## src/rtl/pwm_tb_pkg.sv

```systemverilog
package pwm_tb_pkg;
    // control word layout; the field positions are decoded by the time base
    localparam int CW_W      = 16;
    localparam int FLD_W     = 3;
    localparam int MODE_LSB  = 0;
    localparam int LDIMM_BIT = 3;
    localparam int HSP_LSB   = 7;
    localparam int CKD_LSB   = 10;
    localparam int RUN_LSB   = 14;

    localparam int FLD_MAX   = (1 << FLD_W) - 1;
    localparam int PSC_MAX   = (1 << FLD_MAX) * (2 * FLD_MAX);
    localparam int PSC_W     = $clog2(PSC_MAX + 1);

    typedef enum logic [1:0] {
        CM_UP   = 2'b00,
        CM_DOWN = 2'b01,
        CM_UPDN = 2'b10,
        CM_HOLD = 2'b11
    } cnt_mode_e;

    typedef enum logic [1:0] {
        RM_STOP     = 2'b00,
        RM_ONCE     = 2'b01,
        RM_FREE_ALT = 2'b10,
        RM_FREE     = 2'b11
    } run_mode_e;
endpackage

```

## src/rtl/pwm_tb_regs.sv

```systemverilog
module pwm_tb_regs
    import pwm_tb_pkg::*;
#(
    parameter int CNT_W = 16
) (
    input  logic             clk,
    input  logic             rst_n,
    input  logic             wr_en,
    input  logic             wr_sel,
    input  logic [CW_W-1:0]  wr_data,
    input  logic             load_zero,
    output run_mode_e        run,
    output cnt_mode_e        mode,
    output logic [FLD_W-1:0] ckd,
    output logic [FLD_W-1:0] hsp,
    output logic [CNT_W-1:0] prd,
    output logic             ctrl_wr
);
    typedef struct packed {
        run_mode_e        run;
        cnt_mode_e        mode;
        logic             ld_imm;
        logic [FLD_W-1:0] ckd;
        logic [FLD_W-1:0] hsp;
        logic [CNT_W-1:0] shadow;
        logic [CNT_W-1:0] active;
    } regs_t;

    regs_t r_d, r_q;
    logic  prd_wr;

    always_comb begin
        ctrl_wr = wr_en & ~wr_sel;
        prd_wr  = wr_en & wr_sel;
        r_d     = r_q;
        if (ctrl_wr) begin
            r_d.run    = run_mode_e'(wr_data[RUN_LSB +: 2]);
            r_d.mode   = cnt_mode_e'(wr_data[MODE_LSB +: 2]);
            r_d.ld_imm = wr_data[LDIMM_BIT];
            r_d.ckd    = wr_data[CKD_LSB +: FLD_W];
            r_d.hsp    = wr_data[HSP_LSB +: FLD_W];
        end
        // shadow transfer at the zero arrival
        if (load_zero && !r_q.ld_imm) begin
            r_d.active = r_q.shadow;
        end
        if (prd_wr) begin
            r_d.shadow = wr_data[CNT_W-1:0];
            if (r_q.ld_imm) begin
                r_d.active = wr_data[CNT_W-1:0];
            end
        end
    end

    always_ff @(posedge clk or negedge rst_n) begin
        if (!rst_n) begin
            r_q <= '{run: RM_STOP, mode: CM_UP, ld_imm: 1'b0, ckd: '0,
                     hsp: '0, shadow: '0, active: '0};
        end else begin
            r_q <= r_d;
        end
    end

    assign run  = r_q.run;
    assign mode = r_q.mode;
    assign ckd  = r_q.ckd;
    assign hsp  = r_q.hsp;
    assign prd  = r_q.active;
endmodule

```

## src/rtl/pwm_tb_prescale.sv

```systemverilog
module pwm_tb_prescale
    import pwm_tb_pkg::*;
(
    input  logic             clk,
    input  logic             rst_n,
    input  logic             clk_en,
    input  logic             restart,
    input  logic [FLD_W-1:0] ckd,
    input  logic [FLD_W-1:0] hsp,
    output logic             tick
);
    typedef struct packed {
        logic [PSC_W-1:0] cnt;
    } psc_t;

    psc_t             p_d, p_q;
    logic [PSC_W-1:0] hs_fac;
    logic [PSC_W-1:0] div_m1;

    always_comb begin
        // linear stage: 1 or twice the field; binary stage: power of two
        hs_fac = (hsp == '0) ? PSC_W'(1) : PSC_W'({hsp, 1'b0});
        div_m1 = (hs_fac << ckd) - PSC_W'(1);
        tick   = clk_en & (p_q.cnt >= div_m1);
        p_d    = p_q;
        if (restart || tick) begin
            p_d.cnt = '0;
        end else if (clk_en) begin
            p_d.cnt = p_q.cnt + PSC_W'(1);
        end
    end

    always_ff @(posedge clk or negedge rst_n) begin
        if (!rst_n) begin
            p_q <= '0;
        end else begin
            p_q <= p_d;
        end
    end
endmodule

```

## src/rtl/pwm_tb_counter.sv

```systemverilog
module pwm_tb_counter
    import pwm_tb_pkg::*;
#(
    parameter int CNT_W = 16
) (
    input  logic             clk,
    input  logic             rst_n,
    input  logic             tick,
    input  run_mode_e        run,
    input  cnt_mode_e        mode,
    input  logic [CNT_W-1:0] prd,
    input  logic             ctrl_wr,
    output logic [CNT_W-1:0] count,
    output logic             zero_hit,
    output logic             prd_hit,
    output logic             dir_dn,
    output logic             done,
    output logic             load_zero
);
    localparam logic [CNT_W-1:0] ONE = CNT_W'(1);

    typedef struct packed {
        logic [CNT_W-1:0] cnt;
        logic             dir;
        logic             done;
        logic             zero;
        logic             pm;
    } ctr_t;

    ctr_t             s_d, s_q;
    logic             go, adv, hit, ndir;
    logic [CNT_W-1:0] nxt;

    always_comb begin
        go   = (run == RM_FREE) || (run == RM_FREE_ALT) ||
               ((run == RM_ONCE) && !s_q.done);
        adv  = tick && go && (mode != CM_HOLD);
        nxt  = s_q.cnt;
        ndir = s_q.dir;
        case (mode)
            CM_UP: begin
                ndir = 1'b0;
                nxt  = (s_q.cnt >= prd) ? '0 : s_q.cnt + ONE;
            end
            CM_DOWN: begin
                ndir = 1'b1;
                nxt  = (s_q.cnt == '0 || s_q.cnt > prd) ? prd : s_q.cnt - ONE;
            end
            CM_UPDN: begin
                if (!s_q.dir) begin
                    if (s_q.cnt < prd) begin
                        nxt  = s_q.cnt + ONE;
                        ndir = (nxt == prd);
                    end else if (s_q.cnt != '0) begin
                        nxt  = s_q.cnt - ONE;
                        ndir = (nxt != '0);
                    end else begin
                        nxt  = '0;
                        ndir = 1'b0;
                    end
                end else begin
                    if (s_q.cnt != '0) begin
                        nxt  = s_q.cnt - ONE;
                        ndir = (nxt != '0);
                    end else if (prd != '0) begin
                        nxt  = ONE;
                        ndir = (nxt == prd);
                    end else begin
                        nxt  = '0;
                        ndir = 1'b0;
                    end
                end
            end
            default: begin
                nxt  = s_q.cnt;
                ndir = s_q.dir;
            end
        endcase

        hit       = (mode == CM_DOWN) ? (nxt == prd) : (nxt == '0);
        load_zero = adv && (nxt == '0);

        s_d      = s_q;
        s_d.zero = adv && (nxt == '0);
        s_d.pm   = adv && (nxt == prd);
        if (adv) begin
            s_d.cnt = nxt;
        end
        if (mode == CM_UP || mode == CM_DOWN || adv) begin
            s_d.dir = ndir;
        end
        if (ctrl_wr) begin
            s_d.done = 1'b0;
        end else if (adv && run == RM_ONCE && hit) begin
            s_d.done = 1'b1;
        end
    end

    always_ff @(posedge clk or negedge rst_n) begin
        if (!rst_n) begin
            s_q <= '0;
        end else begin
            s_q <= s_d;
        end
    end

    assign count    = s_q.cnt;
    assign zero_hit = s_q.zero;
    assign prd_hit  = s_q.pm;
    assign dir_dn   = s_q.dir;
    assign done     = s_q.done;
endmodule

```

## src/rtl/pwm_timebase.sv

```systemverilog
module pwm_timebase
    import pwm_tb_pkg::*;
#(
    parameter int CNT_W = 16
) (
    input  logic             clk,
    input  logic             rst_n,
    input  logic             clk_en,
    input  logic             wr_en,
    input  logic             wr_sel,
    input  logic [15:0]      wr_data,
    output logic [CNT_W-1:0] count_o,
    output logic             zero_o,
    output logic             period_o,
    output logic             dir_o
);
    run_mode_e        run;
    cnt_mode_e        mode;
    logic [FLD_W-1:0] ckd, hsp;
    logic [CNT_W-1:0] prd;
    logic             ctrl_wr, tick, load_zero, cnt_done;
    logic [1:0]       ctrl_run, ctrl_mode;

    pwm_tb_regs #(.CNT_W(CNT_W)) u_regs (
        .clk       (clk),
        .rst_n     (rst_n),
        .wr_en     (wr_en),
        .wr_sel    (wr_sel),
        .wr_data   (wr_data),
        .load_zero (load_zero),
        .run       (run),
        .mode      (mode),
        .ckd       (ckd),
        .hsp       (hsp),
        .prd       (prd),
        .ctrl_wr   (ctrl_wr)
    );

    pwm_tb_prescale u_psc (
        .clk     (clk),
        .rst_n   (rst_n),
        .clk_en  (clk_en),
        .restart (ctrl_wr),
        .ckd     (ckd),
        .hsp     (hsp),
        .tick    (tick)
    );

    pwm_tb_counter #(.CNT_W(CNT_W)) u_ctr (
        .clk       (clk),
        .rst_n     (rst_n),
        .tick      (tick),
        .run       (run),
        .mode      (mode),
        .prd       (prd),
        .ctrl_wr   (ctrl_wr),
        .count     (count_o),
        .zero_hit  (zero_o),
        .prd_hit   (period_o),
        .dir_dn    (dir_o),
        .done      (cnt_done),
        .load_zero (load_zero)
    );

    assign ctrl_run  = run;
    assign ctrl_mode = mode;
endmodule

```

## config.mk

```make
export PLATFORM = sky130hd
export DESIGN_NAME = pwm_timebase
export DESIGN_NICKNAME = d
export VERILOG_FILES = /design/src/rtl/pwm_tb_pkg.sv /design/src/rtl/pwm_tb_regs.sv /design/src/rtl/pwm_tb_prescale.sv /design/src/rtl/pwm_tb_counter.sv /design/src/rtl/pwm_timebase.sv
export SDC_FILE = /design/constraint.sdc
export NUM_CORES = 1
export LEC_CHECK = 0
export ABC_CLOCK_PERIOD_IN_PS = 11400
export BUFFER_PORTS_ARGS = -buffer_cell sky130_fd_sc_hd__buf_2
export CORE_ASPECT_RATIO = 0.75
export CORE_UTILIZATION = 42
export CTS_BUF_LIST = sky130_fd_sc_hd__clkbuf_16
export CTS_CLUSTER_SIZE = 30
export DETAILED_ROUTE_END_ITERATION = 12
export PLACE_DENSITY = 0.59
export SLEW_MARGIN = 20
export SYNTH_ARGS = -nofsm -noshare
export SYNTH_HDL_FRONTEND = slang
export SYNTH_SLANG_ARGS = --single-unit
```

## constraint.sdc

```tcl
create_clock -name clk -period 11.4 [get_ports clk]
set_input_delay 0.57 -clock clk [delete_from_list [all_inputs] [get_ports clk]]
set_output_delay 0.57 -clock clk [all_outputs]
set_load 0.03 [all_outputs]
```

==> results by group, run 1 <==
Outcome
  • Status: finished, final reports clean

Clock tree
  • CTS Hold Buffers Added: 0
  • Clk root buf: clkbuf_16
  • CTS Sinks: 74
  • CTS resizes: 0
  • CTS Buf Count: 9
  • CTS clk-pin slew, worst paths: 60 ps
  • Worst skew pair latency: 340 ps
  • CTS tree: yes
  • Maximum clock insertion buffer count: 2
  • Setup Fix Bufs, Post-CTS: 0
  • H-tree depth: 3

STA
  • Clk_skew: 10.26 ps
  • Fmax: 175.4 MHz
  • Pins over their slew limit: 0
  • RSZ-0062 raised after global routing: false
  • Fin crit share: 50.00%
  • Setup TNS: 0 ps
  • Minimum clock period: 5700 ps
  • Slew headroom: 23.73%
  • Least-Margin Pin Slew: 1132 ps
  • Final Hold Fails: 0
  • Setup Viol. Count Final: 0

Synth
  • Post-Synthesis Cell Area: 0.006964 mm^2
  • XOR/XNOR Fraction of Synth Area: 7.672%
  • Asr flop ratio synth: 100.0%
  • Distinct cells, synth: 86
  • Synth Area in Compound Gates: 24.25%
  • Synth Register Bits: 74
  • Warnings from Yosys: 0
  • Synth Area per Inst: 8.136 um^2
  • Multiplexer share of the synthesized area: 4.402%
  • Cells after Synth: 856
  • Post-Synth Adder-Cell Area: 6.648%
  • Largest family of logic cells by synthesized area: simple AND/OR/NAND/NOR gates
  • Most used DFF post-synth: dfrtp_1
  • Register area share after synthesis: 26.59%
  • Number of synthesized flops with an enable pin: 0
  • Post-Synth Simple-Gate Area: 25.06%
  • Syn Nets: 914

Power
  • Reg power frac: 24.2%
  • Part of the power in combinational logic: 59.0%
  • Net Sw Frac: 52.93%
  • Int Pwr: 0.9896 mW
  • Leakage: 3.118 nW
  • Clock Power Share: 16.8%
  • Switching power total: 1.113 mW
  • Pwr dens: 275.1 mW/mm^2
  • VDD IR-drop max: 0.1026 mV
  • Tot Pwr: 2.102 mW

Floorplan
  • Die Footprint: 0.01711 mm^2
  • Die width: 150.7 um
  • Initial Util: 43.21%
  • Num rows: 40
  • DIE HEIGHT: 113.5 um
  • Core Region: 0.01612 mm^2
  • IO Count: 40

Global route
  • Vias in the first global route: 6467
  • Largest net degree at the start of global routing: 62
  • Overflow after GRT: 0
  • Initial antenna violation count: 0
  • First-pass GRT wire length: 39.87 mm
  • Gr usage total: 31.23%

Placed design
  • Port buffer count: 39
  • DP HPWL: 19.61 mm
  • Routability cong.: 1.064

Critical path
  • Worst r2r src: u_ctr.count[0]
  • Setup crit end: u_regs.prd[15]
  • CP max FO: 16
  • CP endpoint kind: flip-flop
  • Critical path type: reg2reg
  • R2R cell count: 12
  • Startpoint types: flip-flop
  • Worst r2r dst: u_regs.prd[15]
  • Worst Path Required: 11620 ps
  • Critical path arrival: 5920 ps
  • CP startpoint: u_ctr.count[0]
  • R2R Setup Slk: 5700 ps

Route
  • Vias post-DR: 7107
  • Residual DRC: 0
  • DRT iter0 DRCs: 949
  • Final wirelength: 26.02 mm
  • Pre-antenna DRT Iters: 6
  • WL/cell: 24.12 um
  • Number of vias per cell: 6.587
  • Final ANT Viol Nets: 0

Final layout
  • Most common cell after layout, fill and taps aside: nand2_1
  • # fillers: 1642
  • P&R area growth vs syn: 9.720%
  • Layout cells sized above 1: 15.77%
  • Number of diodes: 0
  • Layout Nets: 922
  • Commonest cells after routing, fill and taps aside: 87 x nand2_1, 74 x dfrtp_1, 68 x nor2_1

Min path
  • Hold crit path type: in2async

Flow run
  • Max cap viols: 0
==> worst max-delay path: stages (launching register included) <==
cell,delay (ps)
dfrtp_1,490
inv_1,290
ha_1,280
nor2b_1,420
nand4_1,450
o21ai_0,1030
a21oi_1,290
o21ai_0,330
o211ai_1,250
a22oi_1,360
o2111ai_2,220
or4_1,760
o221a_2,390
==> power by group through the flow <==
stage	clock network, mW	registers (mW)	logic [mW]
floorplan	0	0.449	0.862
global placement	0	0.507	1.20
detailed placement	0	0.508	1.18
CTS	0.361	0.503	1.19
global route	0.370	0.520	1.32
finish	0.354	0.509	1.24
==> per-stage QoR <==
step	setup WS [ps]	hold slack [ps]	instances	cell area, um^2	util (%)
2_1_floorplan	7144	274.4	856	6964	-
6_report	5700	84.06	1079	7641	47.41
5_1_grt	5525	92.03	1079	7641	47.41
3_3_place_gp	5968	449.6	1063	7274	45.14
4_1_cts	5977	80.94	1079	7641	47.41
3_5_place_dp	6010	449.1	1063	7274	45.14
==> final cells by class <==
class                      instances  area, um^2  share of cell area [%]
clock buffer                       9       225.2                   2.947
clock inverter                     7       141.4                   1.850
inverter                          38       142.6                   1.867
multi-input combinational        692        4745                   62.09
sequential                        74        1852                   24.23
tap                              210       262.8                   3.439
timing repair buffer              49       272.8                   3.570
==> synth_stat cells, types with 4 or more instances <==
library cell	instances	share of area [%]
o221a_2	6	0.97
or4_1	5	0.54
nand2b_1	7	0.63
nor3_1	23	1.7
a211oi_1	4	0.43
o311ai_0	4	0.50
clkbuf_1	37	2.0
o21a_1	10	1.1
dfrtp_1	74	27
nand4_1	17	1.5
mux2i_1	7	1.0
buf_2	8	0.57
nor4_1	20	1.8
xnor2_1	37	4.7
a21oi_1	48	3.4
o211ai_1	8	0.86
o221ai_1	5	0.63
nand2_1	87	4.7
nor2_1	68	3.7
o41ai_1	5	0.63
nor2b_1	6	0.54
or3_1	5	0.45
mux2_2	21	3.4
xor2_1	24	3.0
o31ai_1	5	0.54
nand3_1	43	3.1
and4_1	5	0.63
ha_1	37	6.6
and3_1	8	0.72
inv_1	37	2.0
o22ai_1	8	0.72
buf_1	4	0.22
o21ai_0	44	3.2
or2_2	20	1.8
o2111ai_1	4	0.50
a22oi_1	6	0.65
a31oi_1	13	1.2
o221a_1	10	1.6
==> registers in the layout, summed over array words and instances, names as in the netlist, 2 cells and up <==
register / flops
u_ctr.count: 16
u_psc.p_q: 11
u_regs.ckd: 3
u_regs.hsp: 3
u_regs.mode: 2
u_regs.prd: 16
u_regs.r_q: 17
u_regs.run: 2
==> worst min-delay path by stage <==
stage                            endpoint  slack, ps  cells past startpoint
final                      u_ctr.count[9]         80                      1
after global routing      u_ctr.count[11]         90                      1
after CTS                  u_ctr.count[9]         80                      1
after detailed placement   u_ctr.count[9]        450                      1
after global placement     u_ctr.count[9]        450                      1
after floorplan            u_ctr.count[0]        270                      0
==> routing by layer <==
layer | part of all wire, % | global-route usage [%] | wire (um)
met5 | 0 | 0 | 0
met2 | 37 | 38.83 | 9631
met4 | 1.9 | 7.667 | 501
met3 | 13 | 10.72 | 3274
met1 | 48 | 49.34 | 12620
==> cell families (layout without fill, tap and decap cells) <==
| group | count (synthesis) | after routing |
|---|---|---|
| AND/OR/NAND/NOR | 337 | 337 |
| flip-flops | 74 | 74 |
| XOR/XNOR | 61 | 61 |
| AO/OA/AOI/OAI | 229 | 229 |
| buffers and inverters | 90 | 103 |
| multiplexers | 28 | 28 |
| adder cells (fa/ha/maj) | 37 | 37 |
Power figures use the tool's default switching activity.
==> run 2, diff against run 1 <==
--- a/config.mk
+++ b/config.mk
@@ -5,14 +5,14 @@
 export SDC_FILE = /design/constraint.sdc
 export NUM_CORES = 1
 export LEC_CHECK = 0
-export ABC_CLOCK_PERIOD_IN_PS = 11400
+export ABC_CLOCK_PERIOD_IN_PS = 5100
 export BUFFER_PORTS_ARGS = -buffer_cell sky130_fd_sc_hd__buf_2
 export CORE_ASPECT_RATIO = 0.75
 export CORE_UTILIZATION = 42
 export CTS_BUF_LIST = sky130_fd_sc_hd__clkbuf_16
 export CTS_CLUSTER_SIZE = 30
 export DETAILED_ROUTE_END_ITERATION = 12
-export PLACE_DENSITY = 0.59
+export PLACE_DENSITY = 0.61
 export SLEW_MARGIN = 20
 export SYNTH_ARGS = -nofsm -noshare
 export SYNTH_HDL_FRONTEND = slang
==> constraint.sdc (replaced) <==
create_clock -name clk -period 5.1 [get_ports clk]
set_input_delay 0.255 -clock clk [delete_from_list [all_inputs] [get_ports clk]]
set_output_delay 0.255 -clock clk [all_outputs]
set_load 0.03 [all_outputs]
==> run 2 against run 1 <==
  * Combinational power increased to 2.7 times the previous value
  * Setup slack got worse by 5500 ps
  * Sequential power increased by 79%
  * Clock skew increased by 5.8 ps
  * Fmax increased by 16%
  * Routed wire length increased by 7.3%
  * Largest cell class unchanged
==> results by group, run 2 (synthesis results as in run 1) <==
Final layout
  • Layout cells sized above 1: 21.35%
  • Final instance area: 0.008079 mm^2
  • P&R area growth vs syn: 16.01%
  • Flip-flop and latch area: 0.001852 mm^2
  • Commonest cells after routing, fill and taps aside: 87 x nand2_1, 74 x dfrtp_1, 73 x buf_4
  • Most common cell after layout, fill and taps aside: nand2_1
  • Layout Nets: 986
  • Number of diodes: 0
  • Multi-input logic area: 0.004738 mm^2
  • Top reg by flops: u_regs.r_q
  • Max reg flops: 17
  • # fillers: 1604
  • Util after Layout: 50.13%

Power
  • VDD IR-drop max: 0.2493 mV
  • Leakage: 3.392 nW
  • Pwr dens: 614.1 mW/mm^2

Outcome
  • Status: finished, final reports clean

Flow run
  • Max cap viols: 0

STA
  • Fmax: 203.5 MHz
  • Slew headroom: 22.36%
  • Setup TNS: 0 ps
  • Setup Viol. Count Final: 0
  • Final WS setup: 186.4 ps
  • Final Hold Fails: 0
  • Clk_skew: 16.05 ps
  • Minimum clock period: 4914 ps
  • Pins over their slew limit: 0
  • Final hold slack: 123.0 ps
  • Least-Margin Pin Slew: 1148 ps
  • RSZ-0062 raised after global routing: false
  • Fin crit share: 96.34%

Floorplan
  • DIE HEIGHT: 113.5 um
  • Die width: 150.7 um
  • Initial Util: 43.21%
  • Num rows: 40
  • Core Region: 0.01612 mm^2
  • Die Footprint: 0.01711 mm^2
  • IO Count: 40

Clock tree
  • Maximum clock insertion buffer count: 2
  • Clk root buf: clkbuf_16
  • CTS Buf Count: 9
  • H-tree depth: 3
  • CTS tree: yes
  • Worst skew pair latency: 360 ps
  • CTS Sinks: 74
  • CTS clk-pin slew, worst paths: 70 ps
  • Setup Fix Bufs, Post-CTS: 0
  • CTS resizes: 0

Critical path
  • Critical path type: reg2reg
  • CP endpoint kind: flip-flop
  • Worst Path Required: 5330 ps
  • Startpoint types: flip-flop
  • CP max FO: 11
  • Critical path arrival: 5140 ps

Global route
  • First-pass GRT wire length: 42.09 mm
  • Largest net degree at the start of global routing: 60
  • Gr usage total: 33.74%
  • Initial antenna violation count: 0
  • Vias in the first global route: 6740
  • Overflow after GRT: 0

Route
  • WL/cell: 24.45 um
  • Residual DRC: 0
  • Number of vias per cell: 6.399
  • DRT iter0 DRCs: 923
  • Final ANT Viol Nets: 0
  • Final wirelength: 27.92 mm
  • Vias post-DR: 7308
  • Pre-antenna DRT Iters: 5

Placed design
  • Port buffer count: 39
  • Post-Place Worst Slack: 303.5 ps
  • Placed instance area: 0.007754 mm^2
  • DP HPWL: 21.85 mm
  • Routability cong.: 1.060

Min path
  • Hold crit path type: in2reg
-- run 2: changes by cell type in the layout (fill, tap and decap cells not counted), sizes merged --
cell and delta:
bufinv -2, clkinv +1, clkinvlp +1, dlygate4sd3 +1, buf +63, inv -1
-- run 2: final cells by class --
type / instances / area share, %
repair buffers: 113 / 9.509
inverters: 38 / 1.766
multi-input cells: 692 / 58.65
clock buffers: 9 / 2.788
well taps: 210 / 3.252
clock inverters: 6 / 1.115
flip-flops and latches: 74 / 22.92
-- run 2: final timing paths --
check / start / end / slack (ps) / depth (start not counted)
max reg2reg: u_regs.prd[8] / u_regs.prd[15] / 190 / 13
max in group asynchronous: rst_n / u_regs.r_q[17] / 3720 / 3
max: u_regs.prd[8] / u_regs.prd[15] / 190 / 13
min in group asynchronous: rst_n / u_ctr.count[11] / 320 / 2
min reg2reg: u_regs.run[0] / u_regs.run[0] / 510 / 2
min: wr_data[15] / u_regs.run[1] / 120 / 3
-- run 2: per-layer routing --
| metal | vias to the layer above | global-route usage [%] | wire length [um] |
|---|---|---|---|
| li1 | 3329 | - | - |
| met1 | 3520 | 51.95 | 13590 |
| met2 | 415 | 42.70 | 10280 |
| met3 | 44 | 12.80 | 3456 |
| met4 | 0 | 8.133 | 596 |
| met5 | - | 0 | 0 |
-- run 2: through the flow --
step	power [mW]	std cells
after floorplan	2.930	856
after global placement	4.183	1126
after detailed placement	4.124	1126
after CTS	4.856	1142
after global routing	5.206	1142
final	4.961	1142
-- run 2: power breakdown --
| part | total (mW) | switching, mW | internal, mW |
|---|---|---|---|
| Combinational | 3.34 | 2.14 | 1.20 |
| Sequential | 0.911 | 0.182 | 0.729 |
| Clock | 0.706 | 0.278 | 0.428 |
-- run 2: what timing repair did --
item                                    in CTS  in global routing
endpoints found under the setup margin       0                  0
hold buffers                                 1                  0
hold endpoints to repair                    15                  0
-- run 2: critical path: stages, from the launching register on --
cell,delay [ps]
dfrtp_1,530
inv_1,130
ha_1,310
nand4_2,240
a2111oi_2,800
nor3_2,290
o21ai_2,390
o211ai_2,140
or4b_1,530
o22ai_1,300
o2111ai_2,170
or4_1,470
buf_4,210
o221a_2,270
